===== config.mk =====
export PLATFORM = sky130hd
export DESIGN_NAME = intr_ctrl
export DESIGN_NICKNAME = d
export VERILOG_FILES = /design/src/rtl/intc_pkg.sv /design/src/rtl/intc_sync.sv /design/src/rtl/intc_pend.sv /design/src/rtl/intc_pick.sv /design/src/rtl/intr_ctrl.sv
export SDC_FILE = /design/constraint.sdc
export NUM_CORES = 1
export LEC_CHECK = 0
export BUFFER_PORTS_ARGS = -buffer_cell sky130_fd_sc_hd__buf_2
export CORE_MARGIN = 2
export CORE_UTILIZATION = 45
export CTS_CLUSTER_SIZE = 12
export DETAILED_ROUTE_END_ITERATION = 12
export PLACE_DENSITY = 0.71
export SLEW_MARGIN = 20
export SYNTH_ARGS = -nofsm -noshare
export SYNTH_HDL_FRONTEND = slang
export SYNTH_SLANG_ARGS = --single-unit

===== constraint.sdc =====
create_clock -name clk -period 3.18 [get_ports clk]
set_input_delay 0.636 -clock clk [delete_from_list [all_inputs] [get_ports clk]]
set_output_delay 0.636 -clock clk [all_outputs]
set_load 0.005 [all_outputs]

===== src/rtl/intc_pkg.sv =====
package intc_pkg;
  localparam int NSRC  = 64;
  localparam int DW    = 32;
  localparam int ID_W  = $clog2(NSRC);
  localparam int AW    = 3;
  localparam int VEC_LSB = DW - ID_W;

  localparam int EXT_FIRST  = 19;
  localparam int EXT_LAST   = 25;
  localparam int EXT_TOP    = 14;
  localparam int PORT_FIRST = 48;
  localparam int PORT_LAST  = 63;
  localparam int PORT_TOP   = 31;

  typedef enum logic [AW-1:0] {
    RA_EN_HI   = 3'd0,
    RA_EN_LO   = 3'd1,
    RA_PEND_HI = 3'd2,
    RA_PEND_LO = 3'd3,
    RA_VECTOR  = 3'd4,
    RA_SENSE   = 3'd5
  } reg_addr_e;

  function automatic bit src_has_sense(input int s);
    return (s >= EXT_FIRST && s <= EXT_LAST) || (s >= PORT_FIRST && s <= PORT_LAST);
  endfunction

  // Sense bit index counts downward as the source number rises.
  function automatic int sense_bit_of(input int s);
    if (s <= EXT_LAST) return EXT_TOP - (s - EXT_FIRST);
    else               return PORT_TOP - (s - PORT_FIRST);
  endfunction

  function automatic logic [DW-1:0] sense_wmask();
    logic [DW-1:0] m;
    m = '0;
    for (int s = 0; s < NSRC; s++)
      if (src_has_sense(s)) m[sense_bit_of(s)] = 1'b1;
    return m;
  endfunction
endpackage


===== src/rtl/intc_sync.sv =====
module intc_sync #(
  parameter int N      = 64,
  parameter int STAGES = 2
) (
  input  logic         clk,
  input  logic         rst_n,
  input  logic [N-1:0] src_n_i,
  output logic [N-1:0] low_o,
  output logic [N-1:0] fall_o
);
  logic [N-1:0] stg [STAGES];
  logic [N-1:0] prev_q;

  always_ff @(posedge clk or negedge rst_n) begin
    if (!rst_n) begin
      for (int k = 0; k < STAGES; k++) stg[k] <= '1;
      prev_q <= '1;
    end else begin
      stg[0] <= src_n_i;
      for (int k = 1; k < STAGES; k++) stg[k] <= stg[k-1];
      prev_q <= stg[STAGES-1];
    end
  end

  assign low_o  = ~stg[STAGES-1];
  assign fall_o = prev_q & ~stg[STAGES-1];


  fall_single_chk: assert property (@(posedge clk) disable iff (!rst_n)
    (fall_o & $past(fall_o)) == '0);
endmodule


===== src/rtl/intc_pend.sv =====
module intc_pend #(
  parameter int N = 64
) (
  input  logic         clk,
  input  logic         rst_n,
  input  logic [N-1:0] low_i,
  input  logic [N-1:0] fall_i,
  input  logic [N-1:0] edge_sel_i,
  input  logic [N-1:0] clr_i,
  output logic [N-1:0] pend_o
);
  localparam logic [N-1:0] SRC_OK = {{(N-1){1'b1}}, 1'b0};

  logic [N-1:0] pend_q;
  logic [N-1:0] edge_nxt;
  logic [N-1:0] lvl_nxt;
  logic [N-1:0] pend_nxt;

  // Edge sources: a new fall beats a clear. Level sources: clear beats the
  // level, which sets the bit again one cycle later if still low.
  always_comb begin
    edge_nxt = (pend_q & ~clr_i) | fall_i;
    lvl_nxt  = ~clr_i & (pend_q | low_i);
    pend_nxt = SRC_OK & ((edge_sel_i & edge_nxt) | (~edge_sel_i & lvl_nxt));
  end

  always_ff @(posedge clk or negedge rst_n) begin
    if (!rst_n) pend_q <= '0;
    else        pend_q <= pend_nxt;
  end

  assign pend_o = pend_q;


  pend_hold_chk: assert property (@(posedge clk) disable iff (!rst_n)
    (pend_q & $past(pend_q & ~clr_i)) == $past(pend_q & ~clr_i));

  pend_clear_chk: assert property (@(posedge clk) disable iff (!rst_n)
    (pend_q & $past(clr_i & ~(edge_sel_i & fall_i))) == '0);

  level_set_chk: assert property (@(posedge clk) disable iff (!rst_n)
    (pend_q & $past(SRC_OK & ~edge_sel_i & low_i & ~clr_i))
      == $past(SRC_OK & ~edge_sel_i & low_i & ~clr_i));

  edge_wins_chk: assert property (@(posedge clk) disable iff (!rst_n)
    (pend_q & $past(SRC_OK & edge_sel_i & fall_i)) == $past(SRC_OK & edge_sel_i & fall_i));

  no_src0_chk: assert property (@(posedge clk) disable iff (!rst_n) !pend_q[0]);
endmodule


===== src/rtl/intc_pick.sv =====
module intc_pick #(
  parameter int N    = 64,
  parameter int ID_W = $clog2(N)
) (
  input  logic            clk,
  input  logic            rst_n,
  input  logic [N-1:0]    req_i,
  output logic            hit_o,
  output logic [ID_W-1:0] id_o
);
  always_comb begin
    hit_o = 1'b0;
    id_o  = '0;
    for (int i = N - 1; i >= 0; i--) begin
      if (req_i[i]) begin
        hit_o = 1'b1;
        id_o  = ID_W'(i);
      end
    end
  end


  pick_valid_chk: assert property (@(posedge clk) disable iff (!rst_n)
    hit_o |-> req_i[id_o]);

  pick_lowest_chk: assert property (@(posedge clk) disable iff (!rst_n)
    hit_o |-> ((req_i & ((N'(1) << id_o) - N'(1))) == '0));

  pick_none_chk: assert property (@(posedge clk) disable iff (!rst_n)
    !hit_o |-> (req_i == '0));
endmodule


===== src/rtl/intr_ctrl.sv =====
module intr_ctrl
  import intc_pkg::*;
#(
  parameter int SYNC_STAGES = 2
) (
  input  logic            clk,
  input  logic            rst_n,
  input  logic [NSRC-1:0] src_n_i,
  input  logic            bus_sel_i,
  input  logic            bus_wr_i,
  input  logic [AW-1:0]   bus_addr_i,
  input  logic [DW-1:0]   bus_wdata_i,
  output logic [DW-1:0]   bus_rdata_o,
  output logic            bus_rvalid_o,
  output logic            irq_o
);
  localparam logic [DW-1:0] SENSE_WM = sense_wmask();

  logic [NSRC-1:0] en_q;
  logic [DW-1:0]   sense_q;
  logic [NSRC-1:0] edge_sel;
  logic [NSRC-1:0] low_s;
  logic [NSRC-1:0] fall_s;
  logic [NSRC-1:0] clr;
  logic [NSRC-1:0] pend;
  logic            hit;
  logic [ID_W-1:0] win_id;
  logic [DW-1:0]   vec_word;
  logic [DW-1:0]   rd_mux;
  logic [DW-1:0]   rdata_q;
  logic            rvalid_q;
  logic            wr_en;
  logic            rd_en;

  assign wr_en = bus_sel_i & bus_wr_i;
  assign rd_en = bus_sel_i & ~bus_wr_i;

  // Per-source sense select from the packed sense word.
  for (genvar s = 0; s < NSRC; s++) begin : g_sense
    if (src_has_sense(s)) begin : g_prog
      assign edge_sel[s] = sense_q[sense_bit_of(s)];
    end else begin : g_fixed
      assign edge_sel[s] = 1'b0;
    end
  end

  always_ff @(posedge clk or negedge rst_n) begin
    if (!rst_n) begin
      en_q    <= '0;
      sense_q <= '0;
    end else if (wr_en) begin
      if (bus_addr_i == RA_EN_HI) en_q[NSRC-1:DW] <= bus_wdata_i;
      if (bus_addr_i == RA_EN_LO) en_q[DW-1:0]    <= bus_wdata_i;
      if (bus_addr_i == RA_SENSE) sense_q         <= bus_wdata_i & SENSE_WM;
    end
  end

  always_comb begin
    clr = '0;
    if (wr_en && bus_addr_i == RA_PEND_HI) clr[NSRC-1:DW] = bus_wdata_i;
    if (wr_en && bus_addr_i == RA_PEND_LO) clr[DW-1:0]    = bus_wdata_i;
  end

  intc_sync #(.N(NSRC), .STAGES(SYNC_STAGES)) u_sync (
    .clk     (clk),
    .rst_n   (rst_n),
    .src_n_i (src_n_i),
    .low_o   (low_s),
    .fall_o  (fall_s)
  );

  intc_pend #(.N(NSRC)) u_pend (
    .clk        (clk),
    .rst_n      (rst_n),
    .low_i      (low_s),
    .fall_i     (fall_s),
    .edge_sel_i (edge_sel),
    .clr_i      (clr),
    .pend_o     (pend)
  );

  intc_pick #(.N(NSRC), .ID_W(ID_W)) u_pick (
    .clk   (clk),
    .rst_n (rst_n),
    .req_i (pend & en_q),
    .hit_o (hit),
    .id_o  (win_id)
  );

  assign vec_word = {win_id, {VEC_LSB{1'b0}}};

  always_comb begin
    case (bus_addr_i)
      RA_EN_HI:   rd_mux = en_q[NSRC-1:DW];
      RA_EN_LO:   rd_mux = en_q[DW-1:0];
      RA_PEND_HI: rd_mux = pend[NSRC-1:DW];
      RA_PEND_LO: rd_mux = pend[DW-1:0];
      RA_VECTOR:  rd_mux = vec_word;
      RA_SENSE:   rd_mux = sense_q;
      default:    rd_mux = '0;
    endcase
  end

  always_ff @(posedge clk or negedge rst_n) begin
    if (!rst_n) begin
      rdata_q  <= '0;
      rvalid_q <= 1'b0;
    end else begin
      rvalid_q <= rd_en;
      if (rd_en) rdata_q <= rd_mux;
    end
  end

  assign bus_rdata_o  = rdata_q;
  assign bus_rvalid_o = rvalid_q;
  assign irq_o        = hit;


  vec_nonzero_chk: assert property (@(posedge clk) disable iff (!rst_n)
    irq_o |-> (win_id != '0));

  irq_enabled_chk: assert property (@(posedge clk) disable iff (!rst_n)
    irq_o |-> (en_q[win_id] && pend[win_id]));

  sense_fixed_chk: assert property (@(posedge clk) disable iff (!rst_n)
    (sense_q & ~SENSE_WM) == '0);
endmodule


# == After elaboration in Yosys (flattened, before gate mapping) ==
# Cells that the tools add are included.
# word_totals
ff_bits,375
in_bits,103
output_inout_bits,34
wordCells,166
# op_classes
eq_ne,5
n_mux,131
bitwise,15
reduce_logical,6
# ops
cell,n
64-bit AND,6
6-bit 2-to-1 mux,64
64-bit NOT,3
64-bit bitwise OR,3
32-bit one-hot mux with 6 select lines,1
1-bit 2-to-1 mux,64
32-bit 2-to-1 mux,2
3-bit by 2-bit equality test with 1-bit output (second input constant),2
3-bit equality test (second input constant),2
2-bit AND reduction,3
3-bit by 1-bit equality test with 1-bit output (second input constant),1
3-bit zero test,1
1-bit AND,2
1-bit logical AND,2
1-bit NOT,1

# == Logic depth before layout (Yosys ltp) ==
# Gate-level depths: netlist of run 1.
# logic_depth
ltp_word,66
mapped_depth,8
ltp_nobuf,7

# == By module ==
# Synthesis of run 1 repeated with hierarchy kept, for this count alone.
# unflattened
cells_unflattened,1280
hier_area_um2,15866.5
# by_module_without_submodules
mod,instances,cells_each,area_per_inst_um2,seq_area_each_um2
intr_ctrl,1,566,6490.0,3002.9
intc_sync,1,320,5685.5,5044.8
intc_pend,1,254,2927.8,1576.5
intc_pick,1,140,763.2,0.0

# == Worst setup path before layout of run 1 ==
# OpenSTA, ideal clock, no wires.
# synth_timing
path_type,input-to-reg
from,input port bus_addr_i[0]
to,register en_q[10]
setup_time_ns,0.125
arrival_time_ns,1.890
required_time_ns,3.055
setup_slack_ns,1.166
path_stages,5
path_buffers,3
path_cell_list,buf_2 > buf_4 > nor3b_2 > buf_2 > mux2_2
# synth_between
elab_chain_cells,2
# synth_lines
item,line,rtl
start: declaration,intr_ctrl.sv:11,"input logic [AW-1:0] bus_addr_i,"
3-bit by 1-bit equality test with 1-bit output,intr_ctrl.sv:53,if (bus_addr_i == RA_EN_LO) en_q[DW-1:0] <= bus_wdata_i;
2-bit AND reduction (no source line),-,
end signal: indexed assignment,intr_ctrl.sv:52,if (bus_addr_i == RA_EN_HI) en_q[NSRC-1:DW] <= bus_wdata_i;
end signal: indexed assignment,intr_ctrl.sv:53,
end: declaration,intr_ctrl.sv:19,logic [NSRC-1:0] en_q;
# Every way passes these cells.
# A chain may end at the register's enable or synchronous reset.

# == Worst setup path in the final report of run 1 ==
# layout_timing
from,register u_pend.pend_q[13] (netlist: u_pend.pend_o[13])
to,output port irq_o
# layout_between
elab_chain_cells,15
# layout_lines
item,line,rtl
start: declaration,intc_pend.sv:14,logic [N-1:0] pend_q;
start signal: assignment,intc_pend.sv:29,else pend_q <= pend_nxt;
64-bit AND,intr_ctrl.sv:85,".req_i (pend & en_q),"
1-bit 2-to-1 mux (14 in series),intc_pick.sv:15,if (req_i[i]) begin
end: declaration,intr_ctrl.sv:15,output logic irq_o
# Every way passes these cells.

==> Flow_metrics.wiki, run 1 <==
{| class="wikitable"
! Metric !! Value
|-
| Status || finished clean
|-
| Largest fanout on the critical path || 5
|-
| Area fraction in compound gates after synthesis || 0.1238
|-
| Residual DRC count || 0
|-
| Layout cells sized above 1 || 0.4034
|-
| Die span in x || 175.1 um
|-
| Leading cell types by total area after synthesis || sky130_fd_sc_hd__dfrtp_1 (35%), sky130_fd_sc_hd__dfstp_2 (30%), sky130_fd_sc_hd__mux2_2 (6.1%), sky130_fd_sc_hd__mux4_2 (3.6%), sky130_fd_sc_hd__nand2_1 (3.2%)
|-
| Slowest cell on crit path || sky130_fd_sc_hd__dfrtp_1
|-
| Setup slack on the worst flop-to-flop path || approximately 1.1 ns
|-
| Most Frequent Cell on Critical Path || sky130_fd_sc_hd__nand4_1
|-
| Yosys warnings || 0
|-
| Rows || 62
|-
| Final worst setup slack || between 0.1 and 0.15 ns
|-
| Nets || 1,260
|-
| Post-synth top cells || sky130_fd_sc_hd__dfrtp_1 (183), sky130_fd_sc_hd__dfstp_2 (149), sky130_fd_sc_hd__nand2_1 (112)
|-
| Count of state elements after synthesis || between 300 and 400
|-
| Largest net degree at the start of global routing || 76
|-
| Internal || 7.782 mW
|-
| Static Leakage || 6.397 nW
|-
| Clock edge transition at the registers on the reported setup and hold paths || 0.06 ns
|-
| Area added between synthesis and finish || 18.72%
|-
| Worst path arrival time || about 2.4 ns
|-
| Synthesized Nets || 1,090
|-
| Die Height || between 150 and 200 um
|-
| Slowest Stage Delay on Critical Path || between 0.4 and 0.5 ns
|-
| Minimum clock period after layout || 3.037 ns
|-
| Tightest Pin Transition || just over 0.9 ns
|-
| Root buffer cell || sky130_fd_sc_hd__clkbuf_16
|-
| Final Hold Slack || 0.1002 ns
|-
| Relative slew margins || 0.3761
|-
| Power dissipated by switching net loads || 2.867 mW
|-
| Most common cell in the synthesized netlist || sky130_fd_sc_hd__dfrtp_1
|-
| Sequential share of power || 0.486
|-
| Worst-Skew Late Latency || 0.52 ns
|-
| Area share of the largest cell type after synthesis || 0.3478
|-
| Synth Area in Simple Gates || 0.08998
|-
| Final Routed Wirelength || 34,820 um
|-
| Power density cells || 681.2 nW/um^2
|-
| Wire length of the first global-routing pass || 54,090 um
|-
| Top FF cell, synth || sky130_fd_sc_hd__dfrtp_1
|-
| Vias post-DR || roughly 8,900
|-
| Dominant combinational cell family by area after synthesis || multiplexers
|-
| Total GRT Usage || 0.2325
|-
| Part of the total power dissipated in the clock network || 0.374
|-
| Max_cap viols || 0
|-
| Number of pins exceeding their max-slew limit in the final report || 0
|-
| Num Clock Sinks || 332
|-
| Kind of end point of the critical path || primary output
|-
| Global placer's final weighted congestion || 0.8707
|-
| Pre-CTS WS || 0.5701 ns
|-
| Number of iterations in the first detailed-routing pass || 5
|-
| Worst path required time || 2.54 ns
|-
| Worst-case clock skew || just under 0.01 ns
|-
| Area of the core || 28,780 um^2
|-
| Post-DRT Antenna Nets || 0
|-
| Number of hold buffers added after CTS || 0
|-
| Initial cell density of the core || 0.4575
|-
| Sequential element share of the synthesized area || 0.6451
|-
| Syn Inst Count || 987
|-
| Multiplexer fraction of the synthesized cell area || 0.1247
|-
| Filler cells || approximately 2,400
|-
| CTS H-tree lvls || 2
|-
| Via/cell ratio || between 5 and 6
|-
| Final critical-path share of the clock period || 0.9551
|-
| Via count of the first global-routing pass || between 9,000 and 10,000
|-
| Sum of internal, switching and leakage power || 10.65 mW
|-
| Number of enable flip-flop cells after synthesis || 0
|-
| Total grt overflow || 0
|-
| Adder-cell share of the synthesized area || 0
|-
| Post-DP HPWL || ~24,000 um
|-
| Port Buf Inserts || roughly 140
|-
| Final Setup Violations || 0
|-
| Avg WL per Cell || 22.19 um
|-
| Net switching fraction of the power || 0.2693
|-
| Combinational share of power || 0.140
|-
| Element type at the critical path start || register
|-
| Number of CTS-inserted buffers || 36
|-
| Antenna diodes || 0
|-
| Floorplan die area || about 30,000 um^2
|-
| Maximum VDD drop || 0.3489 mV
|-
| Share of async-settable or async-resettable flops after synthesis || 1.000
|-
| Worst min path class || in2async
|-
| Critical path class || reg2out
|-
| Final count of hold timing violations || 0
|-
| Top-level I/O count || between 100 and 150
|-
| Clock buffer depth || 3
|-
| Yosys top cell by area || sky130_fd_sc_hd__dfrtp_1
|-
| DRC marker count from the first detailed-route iteration || 744
|-
| Antenna violations before repair || 0
|-
| Count of unique library cells instantiated by Yosys || 61
|-
| Synthesized area divided by synthesized cell count || roughly 13 um^2
|-
| Post-synthesis share of cell area spent on xor and xnor gates || 0
|-
| CTS tree || built
|-
| Fmax || roughly 0.33 GHz
|-
| Cell area after synthesis || around 13,000 um^2
|-
| Cell breakdown of the critical path || a22o_1 -> a221oi_4 -> nand4_1 -> nor2_2 -> nand4_1 -> buf_2
|}
==> critical path, delay by kind of cell (launching register included) <==
kind	cells	cell delay (ns)
compound gates	2	0.63
simple gates	3	0.62
flops	1	0.45
buf+inv	1	0.18
==> routing by layer <==
metal,vias to the layer above,track usage,wire length [um]
li1,3948,-,-
met1,4538,0.3232,15080
met2,366,0.3668,16300
met3,64,0.05244,2578
met4,0,0.07118,865
met5,-,0,0
==> layout make-up <==
| type | instances | area (um^2) | share of cell area |
|---|---|---|---|
| clock inverter | 9 | 83.83 | 0.005363 |
| clock buffer | 57 | 1041 | 0.06659 |
| tap | 384 | 480.5 | 0.03073 |
| sequential | 332 | 8494 | 0.5434 |
| timing repair buffer | 167 | 1013 | 0.06483 |
| inverter | 4 | 15.01 | 0.0009605 |
| multi-input combinational | 616 | 4504 | 0.2881 |
==> metrics by stage <==
step / setup TNS, ns / instance area (um^2) / std cells / utilization
global route: -0.01630 / 15630 / 1569 / 0.5432
finish: 0 / 15630 / 1569 / 0.5432
CTS: 0 / 15590 / 1567 / 0.5417
detailed placement: 0 / 14470 / 1501 / 0.5027
global placement: 0 / 14470 / 1501 / 0.5027
floorplan: 0 / 13170 / 987 / -
==> sequential cells by signal (all words and copies together) (netlist names) <==
| name | count |
|---|---|
| bus_rdata_o | 32 |
| u_pend.pend_o | 63 |
| u_sync.stg | 126 |
| bus_rvalid_o | 1 |
| sense_q | 23 |
| en_q | 64 |
| u_sync.prev_q | 23 |
==> path summary, 6_finish.rpt <==
| check | to | cells after the start | from |
|---|---|---|---|
| max | irq_o | 6 | u_pend.pend_o[13] |
| min | u_pend.pend_o[35] | 1 | rst_n |
| max reg2reg | bus_rdata_o[30] | 6 | u_pend.pend_o[49] |
| min reg2reg | u_sync.stg[53] | 0 | u_sync.stg[117] |
| max in group asynchronous | u_sync.stg[40] | 2 | rst_n |
| min in group clk | u_sync.stg[102] | 1 | src_n_i[38] |
==> kinds of logic (layout without fill, tap and decap cells) <==
| logic type | Yosys count | in the layout |
|---|---|---|
| flip-flops | 332 | 332 |
| AO/OA/AOI/OAI | 239 | 239 |
| buffers and inverters | 39 | 237 |
| multiplexers | 126 | 126 |
| AND/OR/NAND/NOR | 251 | 251 |
==> power by group through the flow <==
stage	sequential [mW]	clock, mW	combinational [mW]
floorplan	5.07	0	0.906
global placement	5.21	0	1.43
detailed placement	5.23	0	1.46
CTS	5.16	4.08	1.47
global route	5.23	4.27	1.62
finish	5.18	3.98	1.49
==> repair_timing <==
action / CTS / global route
setup endpoints to repair: 0 / 1
gates resized for setup: 0 / 4
setup buffers: 0 / 2
hold endpoints to repair: 0 / 0
==> cell usage in the layout, fill, tap and decap left out, types with 4 or more instances in the layout <==
cell	netlist	final
sky130_fd_sc_hd__a211oi_1	4	4
sky130_fd_sc_hd__a21oi_1	50	50
sky130_fd_sc_hd__a221oi_1	16	16
sky130_fd_sc_hd__a22o_1	26	26
sky130_fd_sc_hd__a22oi_1	31	31
sky130_fd_sc_hd__a32o_1	9	9
sky130_fd_sc_hd__a32oi_1	4	4
sky130_fd_sc_hd__buf_12	0	7
sky130_fd_sc_hd__buf_2	17	134
sky130_fd_sc_hd__buf_4	5	25
sky130_fd_sc_hd__clkbuf_1	9	16
sky130_fd_sc_hd__clkbuf_16	0	37
sky130_fd_sc_hd__clkbuf_8	0	4
sky130_fd_sc_hd__clkinv_2	0	4
sky130_fd_sc_hd__dfrtp_1	183	183
sky130_fd_sc_hd__dfstp_2	149	149
sky130_fd_sc_hd__mux2_1	23	23
sky130_fd_sc_hd__mux2_2	71	71
sky130_fd_sc_hd__mux2i_1	11	11
sky130_fd_sc_hd__mux4_2	21	21
sky130_fd_sc_hd__nand2_1	112	112
sky130_fd_sc_hd__nand2b_1	4	4
sky130_fd_sc_hd__nand3_1	5	5
sky130_fd_sc_hd__nand4_1	5	5
sky130_fd_sc_hd__nor2_1	59	57
sky130_fd_sc_hd__nor2b_1	42	42
sky130_fd_sc_hd__o21ai_0	69	69
Note: power is estimated with default switching activity, not from simulation.
==> run 2: changes to the inputs <==
--- a/config.mk
+++ b/config.mk
@@ -6,10 +6,12 @@
 export NUM_CORES = 1
 export LEC_CHECK = 0
 export BUFFER_PORTS_ARGS = -buffer_cell sky130_fd_sc_hd__buf_2
+export CORE_ASPECT_RATIO = 1.1
 export CORE_MARGIN = 2
 export CORE_UTILIZATION = 45
 export CTS_CLUSTER_SIZE = 12
 export DETAILED_ROUTE_END_ITERATION = 12
+export HOLD_SLACK_MARGIN = 0.02
 export PLACE_DENSITY = 0.71
 export SLEW_MARGIN = 20
 export SYNTH_ARGS = -nofsm -noshare
==> run 2 against run 1 <==
  * Non-clock buffer count is 8 lower
  * Power is 1.5% lower
  * Highest routed layer is now met5
  * Critical endpoint unchanged
  * Sequential cell count stayed put
==> Flow_metrics.wiki, run 2 (synthesis gave the netlist of run 1 again) <==
{| class="wikitable"
! Metric !! Value
|-
| FF-to-FF path depth || 6
|-
| Element type at the critical path start || register
|-
| Final Hold Slack || 0.07280 ns
|-
| Worst-case clock skew || 0.01182 ns
|-
| Final critical-path share of the clock period || 0.9426
|-
| Number of iterations in the first detailed-routing pass || 7
|-
| Avg WL per Cell || between 20 and 25 um
|-
| Via count of the first global-routing pass || just under 9,000
|-
| Fmax || around 0.33 GHz
|-
| Total GRT Usage || 0.2224
|-
| Total grt overflow || 0
|-
| Layout cells sized above 1 || 0.3940
|-
| Sum of internal, switching and leakage power || 10.48 mW
|-
| Pre-CTS WS || 0.5535 ns
|-
| Final Routed Wirelength || 33,530 um
|-
| Via/cell ratio || about 5.7
|-
| Tightest Pin Transition || 0.8981 ns
|-
| Relative slew margins || 0.3990
|-
| Status || finished clean
|-
| Post-DRT Antenna Nets || 0
|-
| Kind of end point of the critical path || primary output
|-
| Antenna diodes || 0
|-
| Largest net degree at the start of global routing || 106
|-
| Nets || 1,251
|-
| Maximum VDD drop || 0.4908 mV
|-
| Num Clock Sinks || 332
|-
| Max_cap viols || 0
|-
| Filler cells || around 2,400
|-
| Register name with the most flops || u_sync.stg
|-
| Root buffer cell || sky130_fd_sc_hd__clkbuf_16
|-
| Area of the core || 28,710 um^2
|-
| Reg area || 8494 um^2
|-
| Final worst setup slack || approximately 0.18 ns
|-
| Area added between synthesis and finish || 17.63%
|-
| Antenna violations before repair || 2
|-
| Power density cells || around 680 nW/um^2
|-
| Flip-flop count of the largest register after layout || around 130
|-
| Clock buffer depth || 3
|-
| Number of pins exceeding their max-slew limit in the final report || 0
|-
| Post-route insts no fill || about 1,500
|-
| Setup slack on the worst flop-to-flop path || 1.13 ns
|-
| Critical path class || reg2out
|-
| Final Setup Violations || 0
|-
| Most common library cell in the layout ignoring fill and taps || sky130_fd_sc_hd__dfrtp_1
|-
| Final count of hold timing violations || 0
|-
| Post-DP HPWL || 24,000 um
|-
| Largest fanout on the critical path || 5
|-
| Number of CTS-inserted buffers || 35
|-
| Wire length of the first global-routing pass || between 50,000 and 60,000 um
|-
| Worst-Skew Late Latency || 0.51 ns
|-
| Post-placement cell count || 1,478
|-
| Clock edge transition at the registers on the reported setup and hold paths || 0.06 ns
|-
| Worst min path class || in2async
|-
| CTS H-tree lvls || 2
|-
| CTS tree || built
|-
| Rows || 65
|-
| Floorplan die area || 30,650 um^2
|-
| Static Leakage || 6.329 nW
|-
| Worst path arrival time || ~2.4 ns
|-
| TNS Setup || 0 ns
|-
| DRC marker count from the first detailed-route iteration || around 840
|-
| Initial cell density of the core || 0.4587
|-
| Die Height || about 180 um
|-
| RSZ-0062 raised after global routing || false
|-
| Worst path required time || 2.54 ns
|-
| Port Buf Inserts || 135
|-
| Top library cells by usage in the layout, fill and taps aside || sky130_fd_sc_hd__dfrtp_1 (183), sky130_fd_sc_hd__dfstp_2 (149), sky130_fd_sc_hd__buf_2 (134)
|-
| Global placer's final weighted congestion || 0.9212
|-
| Die span in x || 167.1 um
|-
| Top-level I/O count || between 100 and 150
|-
| Minimum clock period after layout || approximately 3 ns
|-
| Vias post-DR || 8,764
|-
| Residual DRC count || 0
|-
| Area used by multi-input combinational logic || 4496 um^2
|}
## run 2: cell count changes in the layout (fill, tap and decap cells not counted), moves of 2 or more
cell                       previous run  this run
sky130_fd_sc_hd__buf_4               25        19
sky130_fd_sc_hd__clkbuf_1            16        19
sky130_fd_sc_hd__clkinv_2             4         1
sky130_fd_sc_hd__buf_12               7         5
## run 2: worst max-delay path, cell delays in order (launching register included)
cell,delay (ns)
sky130_fd_sc_hd__dfrtp_1,0.42
sky130_fd_sc_hd__a22o_1,0.34
sky130_fd_sc_hd__a221oi_4,0.27
sky130_fd_sc_hd__nand4_1,0.25
sky130_fd_sc_hd__nor2_1,0.22
sky130_fd_sc_hd__nand4_1,0.17
sky130_fd_sc_hd__buf_2,0.18
## run 2: repair_timing
| item | 4_1_cts | 5_1_grt |
|---|---|---|
| setup endpoints to repair | 0 | 1 |
| buffers inserted | 0 | 1 |
| hold buffers | 0 | 0 |
| gates resized for setup | 0 | 2 |
## run 2: where the power goes
group	leakage, nW	switching, mW	internal (mW)
clock network	0.524	1.58	2.29
registers	3.61	0.431	4.74
logic	2.19	0.754	0.694
## run 2: final cells by class
cell class,count,share of cell area
Sequential cell,332,0.5484
Multi-Input combinational cell,616,0.2902
Clock buffer,59,0.06632
Timing Repair Buffer,159,0.05994
Tap cell,368,0.02973
Clock inverter,5,0.004362
Inverter,4,0.0009694
## run 2: path summary, 6_finish.rpt
path | from | end
max reg2reg | u_pend.pend_o[49] | bus_rdata_o[30]
min in group clk | src_n_i[60] | u_sync.stg[124]
max | en_q[13] | irq_o
min | rst_n | u_pend.pend_o[50]
min reg2reg | u_sync.stg[71] | u_sync.stg[7]
max in group asynchronous | rst_n | u_sync.stg[65]
## run 2: stage by stage
stage | utilization | instance area, um^2
3_3_place_gp | 0.5005 | 14370
5_1_grt | 0.5395 | 15490
3_5_place_dp | 0.5005 | 14370
2_1_floorplan | - | 13170
4_1_cts | 0.5386 | 15460
6_report | 0.5395 | 15490
## run 2: routing by layer
metal / vias to the layer above / share of wire / track usage
met5: - / 0.00092 / 0
met4: 4 / 0.032 / 0.08276
met3: 72 / 0.073 / 0.04435
met2: 339 / 0.46 / 0.3432
met1: 4415 / 0.43 / 0.3143
li1: 3934 / - / -
